`config.mk`:
```
export PLATFORM = sky130hd
export DESIGN_NAME = cmos_index_port
export DESIGN_NICKNAME = d
export VERILOG_FILES = /design/src/rtl/cmos_port_pkg.sv /design/src/rtl/cmos_ram.sv /design/src/rtl/cmos_ctrl_regs.sv /design/src/rtl/cmos_time_notify.sv /design/src/rtl/cmos_index_port.sv
export SDC_FILE = /design/constraint.sdc
export NUM_CORES = 1
export LEC_CHECK = 0
export ABC_AREA = 1
export CELL_PAD_IN_SITES_DETAIL_PLACEMENT = 1
export CELL_PAD_IN_SITES_GLOBAL_PLACEMENT = 2
export CORE_MARGIN = 2
export CORE_UTILIZATION = 43
export DETAILED_ROUTE_END_ITERATION = 12
export DONT_BUFFER_PORTS = 1
export PLACE_DENSITY = 0.82
export SLEW_MARGIN = 10
export SYNTH_ARGS = -nofsm -noshare
export SYNTH_HDL_FRONTEND = slang
export SYNTH_SLANG_ARGS = --single-unit
```
`constraint.sdc`:
```
create_clock -name clk -period 2.8 [get_ports clk]
set_input_delay 0.14 -clock clk [delete_from_list [all_inputs] [get_ports clk]]
set_output_delay 0.14 -clock clk [all_outputs]
set_load 0.03 [all_outputs]
```
`src/rtl/cmos_port_pkg.sv`:
```
package cmos_port_pkg;
  localparam int IDX_W  = 7;
  localparam int BYTE_W = 8;

  localparam logic [IDX_W-1:0] IDX_A = 7'h0A;
  localparam logic [IDX_W-1:0] IDX_B = 7'h0B;
  localparam logic [IDX_W-1:0] IDX_C = 7'h0C;
  localparam logic [IDX_W-1:0] IDX_D = 7'h0D;

  localparam logic [BYTE_W-1:0] A_INIT = 8'h26;
  localparam logic [BYTE_W-1:0] B_INIT = 8'h02;
  localparam logic [BYTE_W-1:0] C_INIT = 8'h00;
  localparam logic [BYTE_W-1:0] D_INIT = 8'h80;

  // soft reset masks: B keeps all but periodic/alarm/square-wave enables,
  // C keeps only its low nibble
  localparam logic [BYTE_W-1:0] B_SOFT_KEEP = 8'h97;
  localparam logic [BYTE_W-1:0] C_SOFT_KEEP = 8'h0F;

  typedef enum logic [2:0] {SEL_RAM, SEL_A, SEL_B, SEL_C, SEL_D} reg_sel_e;

  function automatic reg_sel_e decode_idx(input logic [IDX_W-1:0] idx);
    case (idx)
      IDX_A:   return SEL_A;
      IDX_B:   return SEL_B;
      IDX_C:   return SEL_C;
      IDX_D:   return SEL_D;
      default: return SEL_RAM;
    endcase
  endfunction

  function automatic logic is_time_idx(input logic [IDX_W-1:0] idx);
    return (idx == 7'h00) || (idx == 7'h02) || (idx == 7'h04) ||
           (idx == 7'h06) || (idx == 7'h07) || (idx == 7'h08) ||
           (idx == 7'h09);
  endfunction
endpackage

```
`src/rtl/cmos_ram.sv`:
```
module cmos_ram #(
  parameter int IDX_W  = 7,
  parameter int BYTE_W = 8
) (
  input  logic              clk,
  input  logic              we,
  input  logic [IDX_W-1:0]  addr,
  input  logic [BYTE_W-1:0] wdata,
  output logic [BYTE_W-1:0] rdata
);
  localparam int DEPTH = 1 << IDX_W;

  logic [BYTE_W-1:0] mem [DEPTH];

  always_ff @(posedge clk) begin
    if (we) mem[addr] <= wdata;
  end

  assign rdata = mem[addr];
endmodule

```
`src/rtl/cmos_ctrl_regs.sv`:
```
module cmos_ctrl_regs
  import cmos_port_pkg::*;
(
  input  logic              clk,
  input  logic              rst_n,
  input  logic              soft_rst,
  input  logic              wr_a,
  input  logic              wr_b,
  input  logic              rd_c,
  input  logic [BYTE_W-1:0] wdata,
  input  logic              uip_set,
  input  logic              uip_clr,
  input  logic [BYTE_W-1:0] evt_flags,
  output logic [BYTE_W-1:0] reg_a,
  output logic [BYTE_W-1:0] reg_b,
  output logic [BYTE_W-1:0] reg_c,
  output logic [BYTE_W-1:0] reg_d,
  output logic              reload
);
  logic [BYTE_W-1:0] a_q, b_q, c_q;
  logic [BYTE_W-1:0] a_n, b_n, c_n;
  logic              uip_n;

  always_comb begin
    uip_n = a_q[7];
    if (uip_set) uip_n = 1'b1;
    if (uip_clr) uip_n = 1'b0;
    if (wr_b && wdata[7]) uip_n = 1'b0;
    a_n = {uip_n, (wr_a ? wdata[6:0] : a_q[6:0])};

    b_n = wr_b ? wdata : b_q;
    c_n = (rd_c ? '0 : c_q) | evt_flags;
    if (soft_rst) begin
      b_n = b_n & B_SOFT_KEEP;
      c_n = c_n & C_SOFT_KEEP;
    end
  end

  always_ff @(posedge clk or negedge rst_n) begin
    if (!rst_n) begin
      a_q    <= A_INIT;
      b_q    <= B_INIT;
      c_q    <= C_INIT;
      reload <= 1'b0;
    end else begin
      a_q    <= a_n;
      b_q    <= b_n;
      c_q    <= c_n;
      reload <= wr_b && b_q[7] && !wdata[7];
    end
  end

  assign reg_a = a_q;
  assign reg_b = b_q;
  assign reg_c = c_q;
  assign reg_d = D_INIT;
endmodule

```
`src/rtl/cmos_time_notify.sv`:
```
module cmos_time_notify
  import cmos_port_pkg::*;
(
  input  logic             clk,
  input  logic             rst_n,
  input  logic             data_wr,
  input  logic [IDX_W-1:0] idx,
  input  logic             set_mode,
  output logic             time_wr,
  output logic [IDX_W-1:0] time_wr_idx
);
  always_ff @(posedge clk or negedge rst_n) begin
    if (!rst_n) begin
      time_wr     <= 1'b0;
      time_wr_idx <= '0;
    end else begin
      time_wr <= data_wr && is_time_idx(idx) && !set_mode;
      if (data_wr) time_wr_idx <= idx;
    end
  end
endmodule

```
`src/rtl/cmos_index_port.sv`:
```
module cmos_index_port
  import cmos_port_pkg::*;
(
  input  logic              clk,
  input  logic              rst_n,
  input  logic              soft_rst,
  input  logic              req_valid,
  input  logic              req_write,
  input  logic              req_addr,
  input  logic [BYTE_W-1:0] req_wdata,
  output logic              rsp_valid,
  output logic [BYTE_W-1:0] rsp_rdata,
  input  logic              uip_set,
  input  logic              uip_clr,
  input  logic [BYTE_W-1:0] evt_flags,
  output logic [BYTE_W-1:0] reg_a_o,
  output logic [BYTE_W-1:0] reg_b_o,
  output logic              irq,
  output logic              time_wr,
  output logic [IDX_W-1:0]  time_wr_idx,
  output logic              time_reload
);
  logic [IDX_W-1:0]  idx_q;
  logic              data_wr, data_rd, idx_wr;
  reg_sel_e          sel;
  logic [BYTE_W-1:0] ram_rdata, reg_c, reg_d, sel_byte;

  assign idx_wr  = req_valid &&  req_write && !req_addr;
  assign data_wr = req_valid &&  req_write &&  req_addr;
  assign data_rd = req_valid && !req_write &&  req_addr;
  assign sel     = decode_idx(idx_q);

  always_ff @(posedge clk or negedge rst_n) begin
    if (!rst_n) idx_q <= '0;
    else if (idx_wr) idx_q <= req_wdata[IDX_W-1:0];
  end

  cmos_ram #(.IDX_W(IDX_W), .BYTE_W(BYTE_W)) u_ram (
    .clk   (clk),
    .we    (data_wr && (sel == SEL_RAM)),
    .addr  (idx_q),
    .wdata (req_wdata),
    .rdata (ram_rdata)
  );

  cmos_ctrl_regs u_ctrl (
    .clk       (clk),
    .rst_n     (rst_n),
    .soft_rst  (soft_rst),
    .wr_a      (data_wr && (sel == SEL_A)),
    .wr_b      (data_wr && (sel == SEL_B)),
    .rd_c      (data_rd && (sel == SEL_C)),
    .wdata     (req_wdata),
    .uip_set   (uip_set),
    .uip_clr   (uip_clr),
    .evt_flags (evt_flags),
    .reg_a     (reg_a_o),
    .reg_b     (reg_b_o),
    .reg_c     (reg_c),
    .reg_d     (reg_d),
    .reload    (time_reload)
  );

  cmos_time_notify u_notify (
    .clk         (clk),
    .rst_n       (rst_n),
    .data_wr     (data_wr),
    .idx         (idx_q),
    .set_mode    (reg_b_o[7]),
    .time_wr     (time_wr),
    .time_wr_idx (time_wr_idx)
  );

  always_comb begin
    case (sel)
      SEL_A:   sel_byte = reg_a_o;
      SEL_B:   sel_byte = reg_b_o;
      SEL_C:   sel_byte = reg_c;
      SEL_D:   sel_byte = reg_d;
      default: sel_byte = ram_rdata;
    endcase
  end

  always_ff @(posedge clk or negedge rst_n) begin
    if (!rst_n) begin
      rsp_valid <= 1'b0;
      rsp_rdata <= '0;
    end else begin
      rsp_valid <= req_valid && !req_write;
      if (req_valid && !req_write)
        rsp_rdata <= req_addr ? sel_byte : 8'hFF;
    end
  end

  assign irq = reg_c[7];
endmodule

```
Word level (Yosys, flattened, before mapping)
Memory sizes are Yosys's and may differ from the RTL's.
Cells that the tools add are included.

word-level totals
  register bits after elaboration = 49
  memory bits (writable) = 1024
  input bits = 24
  output and inout bits = 35
  logic and storage cells = 67
  memories = 1

memory list
  name       words  bits a word  read ports  clocked after memory_dff  write ports  line            text
  u_ram.mem  128    8            1           0                         1            cmos_ram.sv:13  logic [BYTE_W-1:0] mem [DEPTH];

cells by class
  eq/ne operators = 14
  muxes and demuxes = 12
  bitwise operators = 1
  reduce and logical (&&, ||, !) cells = 28

operators by type and width
  cell                                                                   count
  7-bit by 4-bit equality test with 1-bit output, second input constant  6
  8-bit two-way mux                                                      4
  8-bit one-hot mux with 4 select lines                                  1
  7-bit by 3-bit equality test with 1-bit output, second input constant  3
  1-bit logical AND                                                      14
  3-bit one-hot mux with 4 select lines                                  1
  8-bit OR                                                               1
  7-bit by 2-bit equality test with 1-bit output, second input constant  1
  7-bit logical NOT                                                      1
  7-bit two-way mux                                                      1
  3-bit by 2-bit equality test with 1-bit output, second input constant  2
  1-bit logical OR                                                       6
  1-bit two-way mux                                                      5
  1-bit logical NOT                                                      4
  3-bit by 1-bit equality test with 1-bit output, second input constant  1
  3-bit equality test, second input constant                             1
  3-bit logical NOT                                                      1
  3-bit nonzero test                                                     1
  2-bit nonzero test                                                     1

Logic depth before layout (Yosys ltp)
  word-level depth = 9
  mapped depth = 18
  mapped depth without buffers = 15

By module
Synthesis repeated with hierarchy kept, for this count alone.

second synthesis, totals
  cell total of the unflattened synthesis = 4707
  area total of the unflattened synthesis = 46363.2 um^2

modules (own cells, without submodules)
  module            instances  cells each  area each (um^2)  sequential area each (um^2)
  cmos_ram          1          4394        43815.8           30749.5
  cmos_index_port   1          168         1196.1            400.4
  cmos_ctrl_regs    1          107         1018.5            630.6
  cmos_time_notify  1          38          332.8             200.2

Least setup slack after synthesis
Ideal clock, no wire load.

  path kind = register to register
  start = register idx_q[1]
  end = memory u_ram.mem[38][0] (enable)
  setup time = 0.370 ns
  arrival = 2.105 ns
  required time = 2.430 ns
  path slack = 0.324 ns
  cell stages (with the launch flop) = 13
  path buffers = 2
  clock period less this slack = 2.476 ns
  path through = dfrtp_1 > buf_2 > nand2_2 > nor2_2 > nand2_1 > inv_2 > nor3_2 > inv_1 > or2_4 > nor2_8 > nand3_4 > buf_2 > nor2_1

between the ends
  cells in the longest elaborated chain, start to end = 6
  elaborated cells between the ends (all ways) = 9
  classes of those cells = eq/ne (4); mux (3); reduce/logical (2)

ends and longest elaborated chain
  item                                            line                   text
  start: declaration                              cmos_index_port.sv:23  logic [IDX_W-1:0] idx_q;
  start signal: assignment                        cmos_index_port.sv:35  else if (idx_wr) idx_q <= req_wdata[IDX_W-1:0];
  7-bit by 4-bit equality test with 1-bit output  cmos_port_pkg.sv:23    case (idx)
  3-bit one-hot mux with 4 select lines           cmos_port_pkg.sv:23
  3-bit logical NOT                               cmos_index_port.sv:40  .we (data_wr && (sel == SEL_RAM)),
  1-bit logical AND                               cmos_index_port.sv:40
  1-bit two-way mux                               cmos_ram.sv:16         if (we) mem[addr] <= wdata;
  1-bit two-way mux (not written as such)         cmos_ram.sv:16
  end: declaration                                cmos_ram.sv:13

Parallel ways exist; a longest one is shown, timed or not.

Worst setup path in the final report
  start = register idx_q[0]
  end = memory u_ram.mem[26][2] (enable)

The elaborated chain is that of the path after synthesis.

==> flow_metrics.env <==
export IMPL_status="finished, final reports clean"
export IMPL_ys_ff_latch=1073
export IMPL_synth_edff_count=1024
export IMPL_drv_cap=0
export IMPL_synthXorXnorAreaFrac=0
export IMPL_yosys_warnings=0
export IMPL_die_y_um=324.5
export IMPL_startpoint_type="flip-flop"
export IMPL_drc=0
export IMPL_vias=31280
export IMPL_crit_required_ns=3.21
export IMPL_min_from="req_wdata[7]"
export IMPL_ant_nets=0
export IMPL_drive_above_1_share=0.1149
export IMPL_worst_slack_ns=0.08693
export IMPL_drv_slew=0
export IMPL_yosysMostFrequentCell="nand2_1"
export IMPL_fin_worst_skew_ns=0.03537
export IMPL_start_util=0.4336
export IMPL_powerDensity_mw_per_mm2=745.6
export IMPL_fillers=10910
export IMPL_rrSetupSlack_ns=0.09
export IMPL_gp_congestion=0.8494
export IMPL_post_drt_wl_per_cell_um=24.13
export IMPL_syn_area_mm2=0.04418
export IMPL_tns_ns=0
export IMPL_fin_crit_sh=0.9690
export IMPL_clk_path_buf_depth=3
export IMPL_ir_drop_mv=0.5855
export IMPL_cts_tree="built"
export IMPL_worstSetupEndpointType="flip-flop"
export IMPL_synth_top_area_cell="edfxtp_1"
export IMPL_synth_cell_types=33
export IMPL_worst_path_max_fanout=8
export IMPL_post_route_min_period_ns=2.713
export IMPL_synth_simple_area_share=0.2378
export IMPL_core_mm2=0.1019
export IMPL_p_total_mw=38.82
export IMPL_synth_seq_area_share=0.7239
export IMPL_ys_top_cells_by_area="edfxtp_1 70%, nand2_1 18%, dfrtp_1 2.5%, nor2_1 2.2%, nand3_1 2.0%"
export IMPL_dp_slack_ns=-0.05592
export IMPL_path_clk_slew_ns=0.07
export IMPL_wirelength_um=140500
export IMPL_synthAdderAreaFrac=0
export IMPL_syn_avg_cell_area_um2=10.77
export IMPL_worst_slew_pin_slew_ns=0.8250
export IMPL_cts_max_level=3
export IMPL_synthCells=4103
export IMPL_rsz0062_at_grt="true"
export IMPL_cts_sinks=1073
export IMPL_clk_latency_ns=0.72
export IMPL_grt_pass1_wl_um=210300
export IMPL_grt_max_degree=131
export IMPL_synthMuxAreaShare=0
export IMPL_cp_startpoint="idx_q[0]"
export IMPL_row_count=117
export IMPL_final_nets=4383
export IMPL_synth_top_cells_by_count="2,116 x nand2_1, 1,024 x edfxtp_1, 254 x nor2_1, 177 x nand3_1, 101 x clkbuf_1"
export IMPL_syn_to_final_growth_pct=17.87
export IMPL_relSlewSlack=0.4357
export IMPL_hold_class="in2reg"
export IMPL_n_antenna_cell=0
export IMPL_port_buffers=0
export IMPL_synth_ff_type="edfxtp_1"
export IMPL_grt_pass1_vias=32820
export IMPL_synth_top_family_by_area="simple AND/OR/NAND/NOR gates"
export IMPL_drt_first_iter_violations=2806
export IMPL_io_pins=59
export IMPL_path_class="reg2reg"
export IMPL_overflow=0
export IMPL_via_per_inst=5.371
export IMPL_antenna_found_initial=2
export IMPL_fmax_mhz=368.6
export IMPL_synth_top_area_frac=0.6961
export IMPL_r2r_start="idx_q[0]"
export IMPL_dpl_hpwl_um=81490
export IMPL_finalSetupViolCount=0
export IMPL_leakage_nw=20.52
export IMPL_die_area_mm2=0.1053
export IMPL_cts_buffers=113
export IMPL_first_pass_iters=5
export IMPL_synth_compound_area_frac=0.01283
export IMPL_final_hold_viol_count=0
export IMPL_async_flop_share=0.04567
export IMPL_fp_dieW_um=324.5
export IMPL_grtUsageTotal=0.2653
export IMPL_arrival_ns=3.12
export IMPL_clock_root_buffer="clkbuf_16"
sequential cells by signal (all words and copies together), names as in the netlist:
register / flops
u_notify.time_wr_idx: 7
u_ram.mem: 1024
u_ctrl.reg_a: 8
u_ctrl.reg_b: 8
u_ctrl.reg_c: 8
rsp_rdata: 8
u_ctrl.reload: 1
u_notify.time_wr: 1
rsp_valid: 1
idx_q: 7
final timing paths:
check,cells after the start,endpoint
setup reg to reg,13,u_ram.mem[26][2]
min in group asynchronous,2,u_ctrl.reg_a[1]
setup / recovery,13,u_ram.mem[26][2]
hold / removal,1,u_ram.mem[60][7]
max in group asynchronous,3,u_ctrl.reg_b[6]
hold reg to reg,1,u_ctrl.reg_c[1]
worst max-delay path, cell delays in order, from the launching register on:
cell      delay (ns)
dfrtp_4         0.56
clkbuf_2        0.18
nand2_2         0.13
nor2_2          0.06
nand2_1         0.11
inv_2           0.05
nor3_2          0.13
inv_1           0.07
or2_4           0.26
nor2_8          0.17
nand2_2         0.07
buf_4           0.23
nor2_1          0.17
buf_4           0.20
stage by stage:
step	hold WS, ns	area [µm²]	std cells	utilization
floorplan	-0.1556	44290	4134	-
global placement	-0.1545	47790	5572	0.4690
detailed placement	-0.1543	47790	5572	0.4690
CTS	0.002749	51910	5818	0.5095
global route	0.03254	52070	5824	0.5110
finish	0.01031	52070	5824	0.5110
logic make-up after synthesis:
| family | count (synthesis) |
|---|---|
| compound gates | 104 |
| buf+inv | 271 |
| flops | 1073 |
| other cells | 1 |
| simple gates | 2654 |
power breakdown:
group	switching [mW]	internal [mW]	total, mW	leakage (nW)
Clock	6.32	8.45	14.8	1.79
Combinational	4.35	1.67	6.02	8.92
Sequential	0.294	17.7	18.0	9.81
final cells by class:
type	count	area, µm²	area share
flip-flops and latches	1073	31990	0.6144
well taps	1368	1712	0.03287
clock buffers	133	2924	0.05616
inverters	63	252.7	0.004854
multi-input cells	2790	11290	0.2168
repair buffers	318	3219	0.06183
clock inverters	79	679.4	0.01305
timing repair:
item	in CTS	in global routing
resized for setup	3	26
cloned	0	1
endpoints found under the setup margin	2	9
hold endpoints to repair	1114	0
pin swaps	0	2
buffers inserted	0	5
hold buffers	34	0
layout by cell type, fill, tap and decap left out, types with 2 or more instances in the layout:
cell / Yosys / final
nor2_2: 4 / 15
a2111oi_0: 2 / 2
nand3_1: 177 / 177
dlygate4sd3_1: 0 / 24
edfxtp_1: 1024 / 1024
nand2_1: 2116 / 2116
clkinv_1: 0 / 32
buf_12: 0 / 41
a211oi_1: 7 / 7
o21ai_1: 1 / 3
dfrtp_4: 0 / 3
bufinv_16: 0 / 11
o21ai_0: 40 / 36
a21oi_1: 47 / 47
clkinv_2: 0 / 28
clkbuf_16: 0 / 115
dfrtp_1: 45 / 41
buf_16: 0 / 12
inv_1: 54 / 52
dfstp_2: 4 / 4
a22o_1: 3 / 3
o21ai_2: 0 / 2
nand3_4: 2 / 2
nor2_1: 254 / 235
inv_6: 0 / 6
nor3_2: 2 / 2
nand4_1: 82 / 82
clkbuf_1: 101 / 19
nand3b_1: 5 / 5
o21bai_1: 3 / 3
nor3_1: 2 / 2
buf_4: 3 / 238
conb_1: 1 / 32
inv_2: 9 / 8
nand2_2: 5 / 5
nor2_4: 0 / 8
layer usage:
layer / global-route usage / vias up / wire, µm
met4: 0.07850 / 0 / 3850
li1: - / 14200 / -
met3: 0.04635 / 232 / 10230
met5: 0 / - / 0
met1: 0.3710 / 15770 / 60980
met2: 0.4256 / 1081 / 65460
Power figures use the tool's default switching activity.
